===== src/rtl/onoff_bp_pkg.sv =====
package onoff_bp_pkg;

   typedef enum logic {
      LS_STOP = 1'b0,
      LS_GO   = 1'b1
   } link_state_e;

   function automatic int cnt_width(input int depth);
      return $clog2(depth + 1);
   endfunction

endpackage


===== src/rtl/onoff_delay_line.sv =====
module onoff_delay_line #(
   parameter int   WIDTH     = 1,
   parameter int   STAGES    = 1,
   parameter logic RESET_BIT = 1'b0
) (
   input  logic             clk,
   input  logic             rst_n,
   input  logic [WIDTH-1:0] d_in,
   output logic [WIDTH-1:0] d_out
);

   generate
      if (STAGES == 0) begin : g_wire
         assign d_out = d_in;
      end else begin : g_pipe
         logic [STAGES-1:0][WIDTH-1:0] pipe_q;

         always_ff @(posedge clk) begin
            if (!rst_n) begin
               pipe_q <= {STAGES{{WIDTH{RESET_BIT}}}};
            end else begin
               pipe_q[0] <= d_in;
               for (int i = 1; i < STAGES; i++) begin
                  pipe_q[i] <= pipe_q[i-1];
               end
            end
         end

         assign d_out = pipe_q[STAGES-1];
      end
   endgenerate

endmodule


===== src/rtl/onoff_free_tracker.sv =====
module onoff_free_tracker #(
   parameter int BUF_DEPTH = 16,
   parameter int CW        = $clog2(BUF_DEPTH + 1)
) (
   input  logic          clk,
   input  logic          rst_n,
   input  logic          flit_land,
   input  logic          pop_req,
   output logic [CW-1:0] free_q,
   output logic          ovf_q
);

   localparam logic [CW-1:0] FULL_FREE = CW'(BUF_DEPTH);

   logic pop_ok;
   logic land_ok;
   logic land_drop;

   // a pop is honoured only when some entry is occupied
   assign pop_ok    = pop_req && (free_q != FULL_FREE);
   assign land_ok   = flit_land && (free_q != '0);
   assign land_drop = flit_land && (free_q == '0);

   always_ff @(posedge clk) begin
      if (!rst_n) begin
         free_q <= FULL_FREE;
         ovf_q  <= 1'b0;
      end else begin
         case ({pop_ok, land_ok})
            2'b10:   free_q <= free_q + 1'b1;
            2'b01:   free_q <= free_q - 1'b1;
            default: free_q <= free_q;
         endcase
         if (land_drop) begin
            ovf_q <= 1'b1;
         end
      end
   end

endmodule


===== src/rtl/onoff_hysteresis.sv =====
module onoff_hysteresis
   import onoff_bp_pkg::*;
#(
   parameter int BUF_DEPTH = 16,
   parameter int LOW_MARK  = 6,
   parameter int HIGH_MARK = 10,
   parameter int CW        = $clog2(BUF_DEPTH + 1)
) (
   input  logic          clk,
   input  logic          rst_n,
   input  logic [CW-1:0] free_in,
   output link_state_e   state_q,
   output logic          evt_q
);

   localparam logic [CW-1:0] LOW_LVL  = CW'(LOW_MARK);
   localparam logic [CW-1:0] HIGH_LVL = CW'(HIGH_MARK);

   link_state_e state_d;

   always_comb begin
      state_d = state_q;
      unique case (state_q)
         LS_GO:   if (free_in < LOW_LVL)  state_d = LS_STOP;
         LS_STOP: if (free_in > HIGH_LVL) state_d = LS_GO;
         default: state_d = LS_GO;
      endcase
   end

   always_ff @(posedge clk) begin
      if (!rst_n) begin
         state_q <= LS_GO;
         evt_q   <= 1'b0;
      end else begin
         state_q <= state_d;
         evt_q   <= (state_d != state_q);
      end
   end

endmodule


===== src/rtl/onoff_bp_ctrl.sv =====
module onoff_bp_ctrl
   import onoff_bp_pkg::*;
#(
   parameter int BUF_DEPTH = 16,
   parameter int LOW_MARK  = 6,
   parameter int HIGH_MARK = 10,
   parameter int CTRL_LAT  = 2,
   parameter int FLIT_LAT  = 1
) (
   input  logic                           clk,
   input  logic                           rst_n,
   input  logic                           src_valid,
   output logic                           src_fire,
   input  logic                           sink_pop,
   output logic [$clog2(BUF_DEPTH+1)-1:0] free_cnt,
   output logic                           on_state,
   output logic                           seen_on,
   output logic                           signal_evt,
   output logic                           overflow
);

   localparam int CW = cnt_width(BUF_DEPTH);

   // elaboration-time parameter checks
   generate
      if (BUF_DEPTH < 2) begin : g_bad_depth
         $error("BUF_DEPTH must be at least 2");
      end
      if (LOW_MARK < 1) begin : g_bad_low
         $error("LOW_MARK must be at least 1");
      end
      if (HIGH_MARK <= LOW_MARK) begin : g_bad_order
         $error("HIGH_MARK must exceed LOW_MARK");
      end
      if (HIGH_MARK >= BUF_DEPTH) begin : g_bad_high
         $error("HIGH_MARK must be below BUF_DEPTH");
      end
      if (CTRL_LAT < 0 || FLIT_LAT < 0) begin : g_bad_lat
         $error("latencies must not be negative");
      end
   endgenerate

   link_state_e rx_state;
   logic        rx_go;
   logic        tx_go;
   logic        flit_land;
   logic        evt;
   logic        ovf;
   logic [CW-1:0] free_q;

   // sending end: one flit per cycle while the last seen level is go
   assign src_fire = src_valid && tx_go;

   onoff_delay_line #(
      .WIDTH     (1),
      .STAGES    (FLIT_LAT),
      .RESET_BIT (1'b0)
   ) u_flit_wire (
      .clk   (clk),
      .rst_n (rst_n),
      .d_in  (src_fire),
      .d_out (flit_land)
   );

   onoff_free_tracker #(
      .BUF_DEPTH (BUF_DEPTH),
      .CW        (CW)
   ) u_free (
      .clk       (clk),
      .rst_n     (rst_n),
      .flit_land (flit_land),
      .pop_req   (sink_pop),
      .free_q    (free_q),
      .ovf_q     (ovf)
   );

   onoff_hysteresis #(
      .BUF_DEPTH (BUF_DEPTH),
      .LOW_MARK  (LOW_MARK),
      .HIGH_MARK (HIGH_MARK),
      .CW        (CW)
   ) u_hyst (
      .clk     (clk),
      .rst_n   (rst_n),
      .free_in (free_q),
      .state_q (rx_state),
      .evt_q   (evt)
   );

   assign rx_go = (rx_state == LS_GO);

   onoff_delay_line #(
      .WIDTH     (1),
      .STAGES    (CTRL_LAT),
      .RESET_BIT (1'b1)
   ) u_ctrl_wire (
      .clk   (clk),
      .rst_n (rst_n),
      .d_in  (rx_go),
      .d_out (tx_go)
   );

   assign free_cnt   = free_q;
   assign on_state   = rx_go;
   assign seen_on    = tx_go;
   assign signal_evt = evt;
   assign overflow   = ovf;

endmodule


===== config.mk =====
export PLATFORM = sky130hd
export DESIGN_NAME = onoff_bp_ctrl
export DESIGN_NICKNAME = d
export VERILOG_FILES = /design/src/rtl/onoff_bp_pkg.sv /design/src/rtl/onoff_delay_line.sv /design/src/rtl/onoff_free_tracker.sv /design/src/rtl/onoff_hysteresis.sv /design/src/rtl/onoff_bp_ctrl.sv
export SDC_FILE = /design/constraint.sdc
export NUM_CORES = 1
export LEC_CHECK = 0
export BUFFER_PORTS_ARGS = -buffer_cell sky130_fd_sc_hd__buf_4
export CAP_MARGIN = 20
export CORE_MARGIN = 4
export CORE_UTILIZATION = 30
export DETAILED_ROUTE_END_ITERATION = 6
export GPL_TIMING_DRIVEN = 0
export PLACE_DENSITY_LB_ADDON = 0.08
export SKIP_LAST_GASP = 1
export SYNTH_ARGS = -nofsm -noshare
export SYNTH_HDL_FRONTEND = slang
export SYNTH_SLANG_ARGS = --single-unit

===== constraint.sdc =====
create_clock -name clk -period 3.23 [get_ports clk]
set_input_delay 0.1615 -clock clk [delete_from_list [all_inputs] [get_ports clk]]
set_output_delay 0.1615 -clock clk [all_outputs]
set_load 0.01 [all_outputs]

==> results.md <==
- The run finished with clean final reports.
- The congestion estimate from routability-driven global placement came to roughly 0.75.
- Wires add up to roughly 1.4 mm.
- Headroom to the max-slew limit came out at approximately three quarters.
- The share of total power dissipated in the clock network is approximately 15%.
- The highest ir drop seen on vdd is between 0.0003 and 0.0004 V.
- The mapped netlist covers 637 um^2.
- The startpoint of the lowest-slack hold path is src_valid.
- The fraction of power consumed by sequential logic is roughly a third.
- The actual transition at the worst max-transition pin is about 0.36 ns.
- STA classifies the critical path startpoint as a flop.
- The total area inside the core boundary comes to 1980 um^2.
- For the finished layout, the period the worst path requires is roughly 2.8 ns.
- The number of hold-slack violations in the final timing report is 0.
- The first-pass GRT wire length is between 2 and 3 mm.
- In this run the deepest clock path goes through 2 buffers.
- The type of the worst setup path is flop to flop.
- The critical path starts at u_free.free_q[1]$_SDFFE_PN0P_.
- Counting the fill cells in the layout gives between 200 and 250.
- The number of global-route vias before repair was 562.
- The HPWL reported at the end of detailed placement is 1.04 mm.
- The via count is between 500 and 600.
- After routing, the total negative slack on setup checks comes to 0 ns.
- The die covers 2920 um^2.
- The worst setup path is captured at a flop.
- Dividing the detail-routed via count by the number of cells gives 4.93.
- The buffering stage count on the worst path with inverters included is 2.
- Averaged over all synthesized cells, the footprint is about 8.8 um^2.
- Once detail routing completed, the nets flagged for antenna violations numbered 0.
- Walking the worst path, the cells encountered are buf_4 -> or3_1 -> nor3_1 -> nor2b_1 -> ha_1 -> buf_4 -> xor2_1 -> ha_1 -> nor4_1 -> a2111oi_0 -> mux2i_1 -> and3_1.
- The combinational cell fraction of total power is about 53%.
- In this run the power spent charging and discharging nets is 0.258 mW.
- The number of warning messages in the yosys log is 0.
- Of the synthesized area, sequential elements account for between 30% and 40%.
- The antenna cell count is 0.
- The cell type group with the largest total delay on the critical path is simple AND/OR/NAND/NOR gates.
- The count of buffers added by post-CTS timing repair for setup is 0.
- The internal portion of the total power is 0.373 mW.
- The tightest hold path in the finished design has a slack of 0.123 ns.
- Setup repair after global routing left no endpoint under its margin.
- The total nets after synthesis is between 70 and 80.
- Yosys mapped the design onto 35 distinct sky130hd cell types.
- The total of hold buffers inserted after clock tree synthesis is 0.
- The fraction of layout instances using a drive strength above 1 is between 20% and 30%.
- Summed over all layers, the global routing overflow is 0.
- The starting density of the core is approximately 32%.
- Global routing used between 10% and 20% of the available tracks.
- The max-slew violation count is 0.
- The initial antenna violation count came to 0.
- The data required time at the worst endpoint is 3.39 ns.
- TritonCTS created 3 clock buffers.
- The source of the worst register-to-register timing path is u_free.free_q[1]$_SDFFE_PN0P_.
- For this run, the top clock speed supported by timing is ~350 MHz.
- The relative area change from synthesis to final layout is 25.0%.
- From left edge to right edge, the die measures about 54 um.
- The post-place instance area is approximately 770 um^2.
- The total I/O pin count is 14.
- In the finished design, the share of the clock period the worst path needs comes to around 87%.
- For the worst-skew pair, the clock arrives at the later sink with an insertion delay of approximately 0.27 ns.
- The wire length per cell is approximately 12 um.
- CTS built an H-tree with a depth of 1.
- The finished cells cover 796 um^2.
- The total power per unit cell area is between 700 and 800 nW/um^2.
- The first-pass iteration count of the detailed router is 4.
- Setup violations remaining at the end of the flow were counted as 0.
- The number of rows created at floorplan is 16.
- Synthesis handed over a netlist of 72 instances.
- The worst-path maximum fanout is 10.
- Summed over all cells, the static leakage comes to ~0.35 nW.
- The number of max-capacitance violations reported is 0.
- The y dimension of the die is about 54 um.
- The synthesized design contains 11 register bits.
- The initial detailed-routing violation count is 5.
- Once the clock tree was built, the resizer swapped 0 gates to a different size.
- For this run, the slowest stage of the critical path takes between 0.4 and 0.5 ns.
- Entering global routing, the biggest net connects 11 pins.
- The clock net in this run drives a total of 11 sinks.
- Input and output buffers added on the ports amount to 13.
- The fraction of power spent switching nets is about two fifths.
- After detailed routing, the number of remaining DRC violations is 0.
- The path class of the tightest hold or removal check is input pin to flop.
- The data arrival time at the worst-slack endpoint is slightly below 3 ns.
- The count of nets after finishing is 97.
- The clock root buffer is clkbuf_4.
- TritonCTS built the clock tree.
- The clock input transition at the sequential cells of the worst setup and hold paths is approximately 0.080 ns.
- Across the routed clock network, the largest skew measured is about 0.011 ns.
- The cell type of the slowest stage on the worst timing path is a2111oi_0.
-- through the flow --
| step | total power [mW] | instances | util, % | setup WS, ns |
|---|---|---|---|---|
| 3_3_place_gp | 0.537 | 112 | 38.8 | 0.461 |
| 4_1_cts | 0.639 | 116 | 40.2 | 0.420 |
| 2_1_floorplan | 0.438 | 72 | - | 0.618 |
| 3_5_place_dp | 0.540 | 112 | 38.8 | 0.453 |
| 5_1_grt | 0.691 | 116 | 40.2 | 0.258 |
| 6_report | 0.631 | 116 | 40.2 | 0.411 |
-- final timing paths --
kind,to,depth (start not counted),slack (ns)
worst max-delay path,u_free.free_q[4]$_SDFFE_PN1P_,12,0.41
worst max register to register,u_free.free_q[4]$_SDFFE_PN1P_,12,0.41
worst min register to register,u_ctrl_wire.d_out$_SDFF_PN1_,1,0.42
worst min-delay path,u_flit_wire.d_out$_SDFF_PN0_,2,0.12
-- routing by layer --
| layer | wire length [um] | track usage [%] | up-vias |
|---|---|---|---|
| li1 | - | - | 294 |
| met1 | 714 | 15.6 | 265 |
| met2 | 669 | 18.8 | 11 |
| met3 | 50 | 2.49 | 2 |
| met4 | 12 | 6.22 | 0 |
| met5 | 0 | 0 | - |
-- state kept, by name, indices dropped and copies added, names as in the netlist --
signal,cells
u_free.free_q,5
u_ctrl_wire.d_out,1
u_ctrl_wire.g_pipe.pipe_q,1
u_flit_wire.d_out,1
u_free.ovf_q,1
u_hyst.evt_q,1
u_hyst.state_q,1
-- power by group through the flow --
stage	clock [mW]	sequential, mW	combinational, mW
global route	0.111	0.208	0.373
finish	0.0954	0.203	0.332
global placement	0	0.205	0.332
detailed placement	0	0.206	0.334
floorplan	0	0.212	0.226
CTS	0.102	0.203	0.335
-- area by class of cell --
cell class	instances	area, um^2	share of cell area [%]
Clock inverter	1	5.00	0.629
Buffer	5	35.0	4.40
Multi-Input combinational cell	53	370	46.5
Timing Repair Buffer	13	97.6	12.3
Clock buffer	3	22.5	2.83
Sequential cell	11	220	27.7
Tap cell	27	33.8	4.25
Inverter	3	11.3	1.42
-- logic make-up (layout without fill, tap and decap cells) --
kind of cell               Yosys count  after routing  share of synthesized area [%]
AOI/OAI and AO/OA                   18             18                           19.8
and+or+nand+nor                     26             26                           23.6
muxes                                3              3                           4.72
xor gates and xnor gates             3              3                           4.13
buffers and inverters                8             25                           7.27
adders and majority gates            3              3                           5.89
DFF                                 11             11                           34.6
-- placed cells by master (no fill, tap or decap), drive strengths merged --
cell type  synthesis  routed
buf                4      17
dfxtp             11      11
a21oi              6       6
nand2b             4       4
clkbuf             1       4
or3                3       3
inv                3       3
and3               3       3
nor2               3       3
mux2i              3       3
ha                 3       3
nor3               2       2
nor2b              2       2
xor2               2       2
a211oi             2       2
o21ai              2       2
nand2              2       2
nand4              2       2
o31ai              1       1
and2               1       1
nor4               1       1
and3b              1       1
a2111oi            1       1
o32ai              1       1
nand3              1       1
a211o              1       1
a21o               1       1
a22o               1       1
nand3b             1       1
a31o               1       1
a31oi              1       1
xnor2              1       1
clkinv             0       1
-- synthesized netlist by cell type, drive strengths merged --
cell	n	share of area (%)
a2111oi	1	1.4
a211o	1	1.4
a211oi	2	2.4
a21o	1	1.4
a21oi	6	5.3
a22o	1	1.6
a31o	1	1.4
a31oi	1	0.98
and2	1	0.98
and3	3	2.9
and3b	1	1.4
buf	4	4.9
clkbuf	1	0.59
dfxtp	11	35
ha	3	5.9
inv	3	1.8
mux2i	3	4.7
nand2	2	1.2
nand2b	4	3.9
nand3	1	0.79
nand3b	1	1.2
nand4	2	2.0
nor2	3	1.8
nor2b	2	2.0
nor3	2	1.6
nor4	1	0.98
o21ai	2	1.6
o31ai	1	1.2
o32ai	1	1.4
or3	3	2.9
xnor2	1	1.4
xor2	2	2.8
(Power assumes the default switching activity.)
